File: src/rtl/lct_pkg.sv
`timescale 1ns/1ps
package lct_pkg;
  localparam int ADDR_W  = 4;
  localparam int NTIMERS = 2;
  localparam int CPU_IDX = 0;
  localparam int SYS_IDX = 1;

  // word address = {bank, offset}
  localparam logic [1:0] OFS_LIMIT = 2'd0;
  localparam logic [1:0] OFS_COUNT = 2'd1;
  localparam logic [1:0] OFS_NOCLR = 2'd2;
  localparam logic [ADDR_W-3:0] BANK_CFG = 2'd2;

  localparam logic [ADDR_W-1:0] A_CPU_LIMIT = 4'd0;
  localparam logic [ADDR_W-1:0] A_SYS_LIMIT = 4'd4;
  localparam logic [ADDR_W-1:0] A_CFG       = 4'd8;

  typedef enum logic [1:0] {
    RK_NONE  = 2'd0,
    RK_LIMIT = 2'd1,
    RK_COUNT = 2'd2,
    RK_CFG   = 2'd3
  } rd_kind_t;

  typedef struct packed {
    logic wr_limit;
    logic wr_noclr;
    logic rd_limit;
  } tmr_ctl_t;
endpackage

File: src/rtl/lct_decode.sv
`timescale 1ns/1ps
module lct_decode
  import lct_pkg::*;
#(
  parameter int NT  = NTIMERS,
  localparam int IW = (NT > 1) ? $clog2(NT) : 1
) (
  input  logic                  bus_sel,
  input  logic                  bus_wr,
  input  logic [ADDR_W-1:0]     bus_addr,
  output tmr_ctl_t [NT-1:0]     ctl,
  output logic                  cfg_wr,
  output rd_kind_t              rd_kind,
  output logic [IW-1:0]         rd_idx
);
  logic [ADDR_W-3:0] bank;
  logic [1:0]        ofs;
  logic              is_rd;
  logic              is_wr;

  assign bank  = bus_addr[ADDR_W-1:2];
  assign ofs   = bus_addr[1:0];
  assign is_rd = bus_sel && !bus_wr;
  assign is_wr = bus_sel && bus_wr;

  for (genvar t = 0; t < NT; t++) begin : g_ctl
    logic hit_bank;
    assign hit_bank        = (bank == (ADDR_W-2)'(t));
    assign ctl[t].wr_limit = is_wr && hit_bank && (ofs == OFS_LIMIT);
    assign ctl[t].wr_noclr = is_wr && hit_bank && (ofs == OFS_NOCLR);
    assign ctl[t].rd_limit = is_rd && hit_bank && (ofs == OFS_LIMIT);
  end

  assign cfg_wr = is_wr && (bank == BANK_CFG) && (ofs == 2'd0);

  always_comb begin
    rd_kind = RK_NONE;
    rd_idx  = IW'(bank);
    if (is_rd) begin
      if (bank == BANK_CFG) begin
        if (ofs == 2'd0) rd_kind = RK_CFG;
      end else if (int'(bank) < NT) begin
        case (ofs)
          OFS_LIMIT, OFS_NOCLR: rd_kind = RK_LIMIT;
          OFS_COUNT:            rd_kind = RK_COUNT;
          default:              rd_kind = RK_NONE;
        endcase
      end
    end
  end
endmodule

File: src/rtl/lct_timer_core.sv
`timescale 1ns/1ps
module lct_timer_core #(
  parameter int CNT_W = 22
) (
  input  logic             clk,
  input  logic             rst_n,
  input  logic             tick,
  input  logic             park,
  input  logic             wr_limit,
  input  logic             wr_noclr,
  input  logic             rd_limit,
  input  logic [CNT_W-1:0] wdata,
  output logic [CNT_W-1:0] limit_o,
  output logic [CNT_W-1:0] count_o,
  output logic             flag_o
);
  localparam logic [CNT_W-1:0] ONE  = CNT_W'(1);
  localparam logic [CNT_W-1:0] ZERO = '0;
  localparam logic [CNT_W-1:0] TOP  = '1;

  logic [CNT_W-1:0] limit_q, count_q;
  logic             flag_q;
  logic             tick_en;
  logic             reach;
  logic [CNT_W-1:0] count_inc;

  assign tick_en   = tick && !park;
  assign reach     = tick_en && (limit_q != ZERO) && (count_q == limit_q);
  assign count_inc = (count_q == TOP) ? ONE : count_q + ONE;

  always_ff @(posedge clk) begin
    if (!rst_n) begin
      limit_q <= ZERO;
      count_q <= ONE;
      flag_q  <= 1'b0;
    end else if (wr_limit) begin
      limit_q <= wdata;
      count_q <= ONE;
      flag_q  <= 1'b0;
    end else begin
      if (wr_noclr) limit_q <= wdata;
      if (tick_en)  count_q <= reach ? ONE : count_inc;
      if (reach)         flag_q <= 1'b1;
      else if (rd_limit) flag_q <= 1'b0;
    end
  end

  assign limit_o = limit_q;
  assign count_o = count_q;
  assign flag_o  = flag_q;
endmodule

File: src/rtl/lct_readback.sv
`timescale 1ns/1ps
module lct_readback
  import lct_pkg::*;
#(
  parameter int NT     = NTIMERS,
  parameter int CNT_W  = 22,
  parameter int DATA_W = 32,
  localparam int IW    = (NT > 1) ? $clog2(NT) : 1
) (
  input  logic                       clk,
  input  logic                       rst_n,
  input  rd_kind_t                   rd_kind,
  input  logic                       rd_req,
  input  logic [IW-1:0]              rd_idx,
  input  logic [NT-1:0][CNT_W-1:0]   limits,
  input  logic [NT-1:0][CNT_W-1:0]   counts,
  input  logic                       cfg_park,
  output logic                       rd_valid,
  output logic [DATA_W-1:0]          rd_data
);
  logic [DATA_W-1:0] sel_data;

  always_comb begin
    case (rd_kind)
      RK_LIMIT: sel_data = DATA_W'(limits[rd_idx]);
      RK_COUNT: sel_data = DATA_W'(counts[rd_idx]);
      RK_CFG:   sel_data = DATA_W'(cfg_park);
      default:  sel_data = '0;
    endcase
  end

  always_ff @(posedge clk) begin
    if (!rst_n) begin
      rd_valid <= 1'b0;
      rd_data  <= '0;
    end else begin
      rd_valid <= rd_req;
      rd_data  <= rd_req ? sel_data : '0;
    end
  end
endmodule

File: src/rtl/lct_dual_timer.sv
`timescale 1ns/1ps
module lct_dual_timer
  import lct_pkg::*;
#(
  parameter int CNT_W  = 22,
  parameter int DATA_W = 32
) (
  input  logic              clk,
  input  logic              rst_n,
  input  logic              tick_i,
  input  logic              bus_sel,
  input  logic              bus_wr,
  input  logic [ADDR_W-1:0] bus_addr,
  input  logic [DATA_W-1:0] bus_wdata,
  output logic              rd_valid,
  output logic [DATA_W-1:0] rd_data,
  output logic              irq_lvl10,
  output logic              irq_lvl14
);
  localparam int NT = NTIMERS;
  localparam int IW = (NT > 1) ? $clog2(NT) : 1;

  tmr_ctl_t [NT-1:0]          ctl;
  logic                       cfg_wr;
  rd_kind_t                   rd_kind;
  logic [IW-1:0]              rd_idx;
  logic [NT-1:0][CNT_W-1:0]   lim_vec;
  logic [NT-1:0][CNT_W-1:0]   cnt_vec;
  logic [NT-1:0]              flag_vec;
  logic                       cfg_park;

  lct_decode #(.NT(NT)) u_dec (
    .bus_sel (bus_sel),
    .bus_wr  (bus_wr),
    .bus_addr(bus_addr),
    .ctl     (ctl),
    .cfg_wr  (cfg_wr),
    .rd_kind (rd_kind),
    .rd_idx  (rd_idx)
  );

  always_ff @(posedge clk) begin
    if (!rst_n)      cfg_park <= 1'b1;
    else if (cfg_wr) cfg_park <= bus_wdata[0];
  end

  for (genvar t = 0; t < NT; t++) begin : g_tmr
    logic park_t;
    if (t == CPU_IDX) begin : g_cpu
      assign park_t = cfg_park;
    end else begin : g_sys
      assign park_t = 1'b0;
    end
    lct_timer_core #(.CNT_W(CNT_W)) u_core (
      .clk     (clk),
      .rst_n   (rst_n),
      .tick    (tick_i),
      .park    (park_t),
      .wr_limit(ctl[t].wr_limit),
      .wr_noclr(ctl[t].wr_noclr),
      .rd_limit(ctl[t].rd_limit),
      .wdata   (bus_wdata[CNT_W-1:0]),
      .limit_o (lim_vec[t]),
      .count_o (cnt_vec[t]),
      .flag_o  (flag_vec[t])
    );
  end

  if (CNT_W < DATA_W) begin : g_spare
    logic unused_wdata_hi;
    assign unused_wdata_hi = ^bus_wdata[DATA_W-1:CNT_W];
  end

  lct_readback #(.NT(NT), .CNT_W(CNT_W), .DATA_W(DATA_W)) u_rb (
    .clk     (clk),
    .rst_n   (rst_n),
    .rd_kind (rd_kind),
    .rd_req  (bus_sel && !bus_wr),
    .rd_idx  (rd_idx),
    .limits  (lim_vec),
    .counts  (cnt_vec),
    .cfg_park(cfg_park),
    .rd_valid(rd_valid),
    .rd_data (rd_data)
  );

  assign irq_lvl10 = flag_vec[SYS_IDX];
  assign irq_lvl14 = flag_vec[CPU_IDX];
endmodule

File: config.mk
export PLATFORM = sky130hd
export DESIGN_NAME = lct_dual_timer
export DESIGN_NICKNAME = d
export VERILOG_FILES = /design/src/rtl/lct_pkg.sv /design/src/rtl/lct_decode.sv /design/src/rtl/lct_timer_core.sv /design/src/rtl/lct_readback.sv /design/src/rtl/lct_dual_timer.sv
export SDC_FILE = /design/constraint.sdc
export NUM_CORES = 1
export LEC_CHECK = 0
export BUFFER_PORTS_ARGS = -buffer_cell sky130_fd_sc_hd__buf_4
export CAP_MARGIN = 40
export CORE_ASPECT_RATIO = 1.5
export CORE_MARGIN = 2
export CORE_UTILIZATION = 62
export DETAILED_ROUTE_END_ITERATION = 16
export PLACE_DENSITY_LB_ADDON = 0.1
export SLEW_MARGIN = 20
export SYNTH_ARGS = -nofsm -noshare
export SYNTH_HDL_FRONTEND = slang
export SYNTH_SLANG_ARGS = --single-unit
File: constraint.sdc
create_clock -name clk -period 3.63 [get_ports clk]
set_input_delay 0.363 -clock clk [delete_from_list [all_inputs] [get_ports clk]]
set_output_delay 0.363 -clock clk [all_outputs]
set_load 0.01 [all_outputs]
Word level (Yosys, flattened, before mapping). Cells that the tools add are included.

Output and inout bits: 35. Bits in registers: 124. Input bits: 41. Logic and storage cells: 80.

Multiplexer cells: 22. Equal/unequal tests: 11. Bitwise gates (word level): 1. Reduce and logical (&&, ||, !) cells: 33. Add/subtract/negate cells: 2. $lt $le $gt $ge: 2.

Operator list (number): 2-to-1 mux 22 bit (12); case mux 22 bit (3 select lines) (1); adder 22 x 1 -> 22 bit (second input constant) (2); == test 22 bit (2); == test 22 bit (second input constant) (2); nonzero test 22 bit (2); logical AND 1 bit (19); == test 2 bit (second input constant) (4); 2-to-1 mux 2 bit (4); nonzero test 2 bit (4); == test 2 x 1 -> 1 bit (second input constant) (3); OR reduction 2 bit (3); zero test 2 bit (2); 2-to-1 mux 1 bit (4); case mux 2 bit (2 select lines) (1); zero test 1 bit (2); less-than comparator 1 x 2 -> 1 bit (second input constant) (1); less-than comparator 2 bit (second input constant) (1); AND reduction 2 bit (1); NOT 1 bit (1).

Logic depth before layout (Yosys ltp). Gate-level depths: netlist of the first run.

Depth in word-level cells: 8. Depth in mapped cells: 9. Gate-level depth less buffers: 7.

By module. A second synthesis of the first run with hierarchy kept.

Cells, all modules: 688. Area total of the unflattened synthesis: 6107.1 µm².

By module, submodules not included: lct_timer_core (cells each 262, instances 2, seq. area each 900.9 µm², area each 2265.9 µm²); lct_readback (cells each 140, instances 1, seq. area each 460.4 µm², area each 1407.6 µm²); lct_decode (cells each 19, instances 1, seq. area each 0.0 µm², area each 123.9 µm²); lct_dual_timer (cells each 5, instances 1, seq. area each 20.0 µm², area each 43.8 µm²).

Least setup slack after synthesis of the first run. No wires, ideal clock.

Path type: register to register. Start: register g_tmr[1].u_core.count_q[0]. End: register g_tmr[1].u_core.count_q[15]. Data arrival time: 1.918 ns. Setup slack: 1.597 ns. Clock period less this slack: 2.033 ns. Library setup time: 0.115 ns. Cell stages (with the launch flop): 10. Path through: dfxtp_1 -> ha_1 -> nand3_1 -> nor3_2 -> nand4_1 -> and2_1 -> buf_2 -> a21oi_2 -> buf_6 -> nor2_1.

Longest elaborated chain between the ends: 3.

Ends and longest elaborated chain: start: declaration (RTL line lct_timer_core.sv:21) `logic [CNT_W-1:0] limit_q, count_q;`; start signal: assignment (RTL line lct_timer_core.sv:42) `if (tick_en) count_q <= reach ? ONE : count_inc;`; adder 22 x 1 -> 22 bit, or another cell as far along (RTL line lct_timer_core.sv:29) `assign count_inc = (count_q == TOP) ? ONE : count_q + ONE;`; 2-to-1 mux 22 bit / logical AND 1 bit (equally long branches) (RTL line lct_timer_core.sv:29, lct_timer_core.sv:28); 2-to-1 mux 22 bit * (RTL line lct_timer_core.sv:42).

Every way passes the cells marked *; elsewhere a longest branch is shown, timed or not. A chain may end at the register's enable or synchronous reset.

Worst setup path after layout of the first run.
Start: register g_tmr[1].u_core.count_q[0]. End: register g_tmr[1].u_core.count_q[6].

Same word-level chain as after synthesis.

==> impl_results.md, run 1 <==
- Outcome: complete, no violations
- RSZ-0062 raised after global routing: no
- Syn Std Cell Area: a little under 0.006 sq mm
- Switch Pwr: between 0.0007 and 0.0008 W
- CTS resizes: 0
- Rel. slew slack: a little over two fifths
- Final min period: 2.76 ns
- Clk slew on worst S/H paths: 0.05 ns
- Most common cell after layout, fill and taps aside: nand2_1
- CTS Buf Count: 17
- Period utilization: about 76%
- Crit path from: g_tmr[1].u_core.count_o[0]
- Yosys cell types: between 50 and 60
- Number of synthesized register bits: approximately 110
- DR iter-0 viols: around 500
- Share of cells above drive strength 1: between 10% and 20%
- Dpl hpwl: 11900 um
- Avg WL per Cell: about 19 um
- Critical path depth: 7
- Placer Congestion: 0.875
- Post-CTS setup repair buffer count: 0
- Synth area leader: dfxtp_1
- Vias per cell: 6.22
- Setup TNS: 0 ns
- Worst Path Buf+Inv: 0
- Hold path depth: 3
- Clk network pwr share: 54.3%
- Placed insts: approximately 850
- Max incr delay on CP: a little over 0.5 ns
- Flop pwr share: 40.0%
- Critical Path End: g_tmr[1].u_core.count_o[6]
- Dominant synthesized flop cell: dfxtp_1
- Synth warn: 0
- Power Density: 464 mW/mm^2
- Hold Buf Count CTS: 0
- Core ar.: around 0.0093 sq mm
- Worst Setup Start Kind: flop
- Pins over their slew limit: 0
- Pin count of the biggest net entering global routing: 52
- GR Util All Layers: approximately a third
- Int Pwr: 0.00252 W
- Die width: between 80 and 90 um
- Worst hold path type: in2reg
- Port bufs: 55
- Reg2Reg Capture Point: g_tmr[1].u_core.count_o[6]
- Num ports: between 70 and 80
- Worst EP arrival: between 3 and 4 ns
- Die ar.: 0.0104 sq mm
- Post-synth EDFFs: 0
- Total number of vias: between 5000 and 6000
- Synth area leaders: dfxtp_1 (38%), nand2_1 (7.5%), mux2i_1 (7.2%)
- Share of the synthesized area in the top cell type: between 30% and 40%
- R2R depth: 7
- # fillers: 710
- Clk_lat worst skew: 0.42 ns
- Cells after synthesis: a little over 700
- Nets: between 800 and 900
- Skew final: 0.00729 ns
- Async SR Flop Fraction: 0%
- Root buffer cell: clkbuf_16
- Layout Cells excl Fill: a little under 900
- CP Max Fanout: 13
- Fmax: 0.363 GHz
- Site row count: 43
- Final setup fails: 0
- CP delay by family, top: simple AND/OR/NAND/NOR gates
- Drt first pass iters: 5
- First-pass GRT wire length: about 27000 um
- Longest Clk Path Bufs: 2
- Crit Path Category: reg2reg
- Leakage: 2.64 nW
- Vias in the first global route: about 5400
- Sequential-to-total area share from yosys stat: 38.4%
- Diodes inserted: 0
- CTS tree: built
- VDD IR max: 0.000366 V
- CP Capture Type: flop
- Slew @ Worst Pin: slightly below 0.9 ns
- Total wire length: ~17000 um
- DRT antenna net count: 0
- H-tree depth: 4
- Sw Share: 21.8%
- # DRC: 0
- Starting Density: 63.8%
- Die height: between 100 and 150 um
- Grt ovf: 0
- Most frequent cells in the layout: nand2_1 (119), dfxtp_1 (114), nor2_1 (77)
- Initial antenna violation count: 0
- Fin. Hold Viols: 0
- Clock Sinks: about 110
- Number of max-cap violations: 0
- CP required: about 3.9 ns
- RR Startpoint: g_tmr[1].u_core.count_o[0]
- Combinational Power Share: 5.8%
- Layout area overhead: 16.7%
- Critical-path top delay cell: a21oi_2
- R2R Setup Slk: about 0.87 ns
- Cell-by-cell trace of the critical path: ha_1, nand3_1, nor3_2, nand4_1, and2_1, a21oi_2, o22ai_1
- Power Total: 0.00322 W
- Syn avg cell area: roughly 8.2 sq um
-- worst min-delay path by stage --
stage                                      from                     endpoint  slack, ns
global route                       bus_wdata[0]                     cfg_park       0.21
CTS                                bus_wdata[0]                     cfg_park       0.18
global placement         g_tmr[1].u_core.flag_o       g_tmr[1].u_core.flag_o       0.45
floorplan           g_tmr[1].u_core.limit_o[21]  g_tmr[1].u_core.limit_o[21]       0.48
finish                             bus_wdata[0]                     cfg_park       0.19
detailed placement       g_tmr[1].u_core.flag_o       g_tmr[1].u_core.flag_o       0.45
-- final cells by class --
type	instances	area [sq um]	area share [%]
timing repair buffer	61	462	6.66
clock buffer	20	457	6.58
clock inverter	11	160	2.31
inverter	20	75.1	1.08
tap	112	140	2.02
multi-input combinational	545	3360	48.4
sequential	114	2280	32.9
-- metrics by stage --
step | worst slack (ns) | hold WS [ns] | util [%] | area [sq um]
after floorplan | 1.60 | 0.475 | - | 5980
after CTS | 0.867 | 0.177 | 74.4 | 6920
after global routing | 0.566 | 0.213 | 74.5 | 6940
after detailed placement | 0.911 | 0.450 | 67.8 | 6310
after global placement | 1.03 | 0.452 | 67.8 | 6310
final | 0.872 | 0.187 | 74.5 | 6940
-- state kept, by name (all words and copies together), names as in the netlist --
name,flops
g_tmr.u_core.count_o,44
g_tmr.u_core.limit_o,44
u_rb.rd_data,22
g_tmr.u_core.flag_o,2
cfg_park,1
u_rb.rd_valid,1
-- power by group through the flow --
stage | registers (W) | clock network [W] | logic [W]
after floorplan | 0.00130 | 0 | 0.000135
after global placement | 0.00131 | 0 | 0.000177
after CTS | 0.00128 | 0.00175 | 0.000183
after global routing | 0.00129 | 0.00180 | 0.000202
after detailed placement | 0.00131 | 0 | 0.000181
final | 0.00129 | 0.00175 | 0.000186
-- Yosys cell counts (2+ instances only) --
cell	n
nand2_1	119
and4_1	2
and2_1	2
xor2_1	37
o21a_1	2
a21boi_0	44
xnor2_1	32
or4_4	2
o21ai_1	13
o22a_1	21
buf_4	11
nor2_1	77
mux2i_1	43
o21ai_0	4
ha_1	2
or4_1	2
a31oi_1	12
o22ai_1	3
and3_1	2
or3_1	2
nand4_1	25
buf_6	2
nand3_1	32
dfxtp_1	114
nand2b_1	3
inv_1	20
a21oi_1	3
clkbuf_1	27
nor3_1	12
o31ai_1	3
nor4_1	19
buf_2	12
-- metal layers --
| metal | part of all wire [%] | GRT usage, % | wire [um] | vias up |
|---|---|---|---|---|
| met3 | 6.1 | 6.96 | 1020 | 69 |
| li1 | - | - | - | 2557 |
| met4 | 5.2 | 19.7 | 877 | 0 |
| met2 | 50 | 57.5 | 8430 | 252 |
| met1 | 38 | 38.0 | 6410 | 2616 |
| met5 | 0 | 0 | 0 | - |
-- worst min-delay path, stage by stage --
cell	delay, ns
buf_4	0.09
mux2i_1	0.05
nand2_1	0.06
-- cell families after synthesis --
logic type      count (synthesis)  share of synthesized area [%]
mux                            43                           7.24
compound gates                113                           13.8
other cells                     1                         0.0631
fa+ha+maj                       2                          0.421
simple gates                  308                           24.1
flops                         114                           38.4
buf+inv                        73                           5.81
xor+xnor                       69                           10.2
No activity file was read; power rests on OpenSTA's default activity.
==> run 2, diff against run 1 <==
--- a/config.mk
+++ b/config.mk
@@ -9,7 +9,7 @@
 export CAP_MARGIN = 40
 export CORE_ASPECT_RATIO = 1.5
 export CORE_MARGIN = 2
-export CORE_UTILIZATION = 62
+export CORE_UTILIZATION = 53
 export DETAILED_ROUTE_END_ITERATION = 16
 export PLACE_DENSITY_LB_ADDON = 0.1
 export SLEW_MARGIN = 20
==> constraint.sdc (replaced) <==
create_clock -name clk -period 2.5 [get_ports clk]
set_input_delay 0.25 -clock clk [delete_from_list [all_inputs] [get_ports clk]]
set_output_delay 0.25 -clock clk [all_outputs]
set_load 0.01 [all_outputs]
==> run 2 against run 1 <==
Clock skew up 0.00097 ns; critical path type unchanged; non-clock buffer count up 28; largest power group unchanged; cell area up 3.2%; critical endpoint is now g_tmr[1].u_core.count_o[21]; fmax up 19%.
==> impl_results.md, run 2 (synthesis results as in run 1) <==
- Outcome: complete, no violations
- Longest Clk Path Bufs: 2 (unchanged)
- Core ar.: 0.0110 sq mm (+18%)
- CTS tree: built
- Placed insts: 915 (+7.5%)
- Final min period: 2.33 ns (-0.432 ns)
- Site row count: 47 (+9.3%)
- Setup TNS: 0 ns (unchanged)
- Power Density: 635 mW/mm^2 (+37%)
- Flop pwr share: 41.0% (+1.0 points)
- CP Capture Type: flop
- Grt ovf: 0 (unchanged)
- Rel. slew slack: 43.0% (+0.86 points)
- Die width: 90.5 um (+7.8%)
- Pin count of the biggest net entering global routing: 50 (-3.8%)
- DP Area: 0.00657 sq mm (+4.1%)
- Root buffer cell: clkbuf_16
- Dpl hpwl: 12700 um (+7.0%)
- Leakage: 2.77 nW (+4.8%)
- Sw Share: 22.7% (+0.91 points)
- DR iter-0 viols: 268 (-47%)
- Initial antenna violation count: 0 (unchanged)
- Switch Pwr: 0.00103 W (+47%)
- Int Pwr: 0.00351 W (+40%)
- Clk network pwr share: 52.7% (-1.6 points)
- Avg WL per Cell: 18.0 um (-4.9%)
- Most frequent cells in the layout: nand2_1 (119), dfxtp_1 (114), buf_4 (88)
- CP Max Fanout: 12 (-1)
- Share of cells above drive strength 1: 16.6% (+3.2 points)
- VDD IR max: 0.000459 V (+25%)
- Worst hold path type: in2reg
- Fin. Hold Viols: 0 (unchanged)
- # fillers: 964 (+36%)
- GR Util All Layers: 28.8% (-4.5 points)
- Crit Path Category: reg2reg
- Clk slew on worst S/H paths: 0.05 ns (about the same)
- Hold Buf Count CTS: 0 (unchanged)
- Final setup fails: 0 (unchanged)
- Layout area overhead: 20.4%
- Die ar.: 0.0121 sq mm (+16%)
- R2R Setup Slk: 0.17 ns (-0.70 ns)
- Hold endpoint: cfg_park
- Vias per cell: 5.68 (-8.7%)
- Nets: 830 (+3.5%)
- Num ports: 76 (unchanged)
- Most common cell after layout, fill and taps aside: nand2_1
- Period utilization: 93.0% (+17 points)
- CTS Buf Count: 17 (unchanged)
- Clk_lat worst skew: 0.42 ns (about the same)
- CP required: 2.80 ns (-1.10 ns)
- Skew final: 0.00826 ns (+0.000973 ns)
- R2R depth: 7 (unchanged)
- Worst EP arrival: 2.63 ns (-0.40 ns)
- Number of max-cap violations: 0 (unchanged)
- DRT antenna net count: 0 (unchanged)
- Total wire length: 17100 um (+1.9%)
- Final Instance Area: 0.00715 sq mm (+3.2%)
- Clock Sinks: 114 (unchanged)
- Post-CTS setup repair buffer count: 0 (unchanged)
- First-pass GRT wire length: 27200 um (+1.4%)
- RR Startpoint: g_tmr[1].u_core.count_o[11]
- H-tree depth: 4 (unchanged)
- Starting Density: 54.0% (-9.8 points)
- Port bufs: 55 (unchanged)
- # DRC: 0 (unchanged)
- Diodes inserted: 0 (unchanged)
- Die height: 134 um (+7.9%)
- Pins over their slew limit: 0 (unchanged)
- Layout Cells excl Fill: 946 (+7.1%)
- Total number of vias: 5375 (-2.2%)
- Placer Congestion: 0.889 (+1.6%)
- Hold path depth: 3 (unchanged)
- Hold_sp: bus_wdata[0]
- Combinational Power Share: 6.3% (+0.5 points)
- Reg2Reg Capture Point: g_tmr[1].u_core.count_o[21]
- Slew @ Worst Pin: 0.855 ns (-0.0129 ns)
- CTS resizes: 0 (unchanged)
- RSZ-0062 raised after global routing: no
- Drt first pass iters: 5 (unchanged)
- Fmax: 0.430 GHz (+19%)
- Vias in the first global route: 5288 (-1.9%)
- Fin Hold WS: 0.0810 ns (-0.106 ns)
- Worst Setup Start Kind: flop
## run 2: cell count changes in the layout (fill, tap and decap cells not counted)
cell / previous run / this run
buf_2: 0 / 1
buf_4: 60 / 88
buf_6: 1 / 0
clkbuf_8: 2 / 4
bufinv_16: 4 / 2
clkinvlp_4: 2 / 3
clkbuf_1: 1 / 0
## run 2: stage by stage
stage / setup slack, ns / power, W / utilization (%)
5_1_grt: 0.0723 / 0.00467 / 65.1
3_3_place_gp: 0.204 / 0.00218 / 59.7
3_5_place_dp: 0.192 / 0.00218 / 59.7
6_report: 0.174 / 0.00454 / 65.1
4_1_cts: 0.175 / 0.00455 / 65.1
2_1_floorplan: 0.467 / 0.00209 / -
## run 2: cell type report
| cell class | instances | area [sq um] | area share (%) |
|---|---|---|---|
| inverters | 20 | 75.1 | 1.05 |
| well taps | 147 | 184 | 2.57 |
| flip-flops and latches | 114 | 2280 | 31.9 |
| clock buffers | 21 | 480 | 6.72 |
| multi-input cells | 545 | 3360 | 47.0 |
| clock inverters | 10 | 108 | 1.50 |
| repair buffers | 89 | 666 | 9.30 |
## run 2: worst max-delay path, cell delays in order (launching register included)
cell     delay (ns)
dfxtp_1        0.52
nand3_1        0.18
nor3_1         0.42
nand4_1        0.28
and2_1         0.34
a21oi_2        0.19
buf_4          0.20
nor2_1         0.07
## run 2: how the worst max path moves through the flow
stage	from	end	slack, ns	depth (start not counted)
finish	g_tmr[1].u_core.count_o[11]	g_tmr[1].u_core.count_o[21]	0.17	7
global route	g_tmr[0].u_core.count_o[0]	g_tmr[0].u_core.count_o[11]	0.07	6
CTS	g_tmr[0].u_core.count_o[0]	g_tmr[0].u_core.count_o[12]	0.17	6
detailed placement	g_tmr[0].u_core.count_o[0]	g_tmr[0].u_core.count_o[12]	0.19	6
global placement	g_tmr[0].u_core.count_o[0]	g_tmr[0].u_core.count_o[5]	0.20	7
floorplan	g_tmr[1].u_core.count_o[0]	g_tmr[1].u_core.count_o[15]	0.47	9
## run 2: metal layers
layer	up-vias	track usage, %	wire length (um)	part of all wire (%)
met5	-	0	0	0
met4	0	14.9	710	4.2
met3	54	5.60	854	5.0
met2	181	49.6	8510	50
met1	2528	33.9	6980	41
li1	2612	-	-	-
## run 2: power groups by stage
stage / Combinational (W) / Sequential, W / Clock [W]
finish: 0.000286 / 0.00186 / 0.00240
floorplan: 0.000196 / 0.00189 / 0
global placement: 0.000277 / 0.00190 / 0
CTS: 0.000285 / 0.00186 / 0.00240
global route: 0.000311 / 0.00186 / 0.00250
detailed placement: 0.000283 / 0.00190 / 0
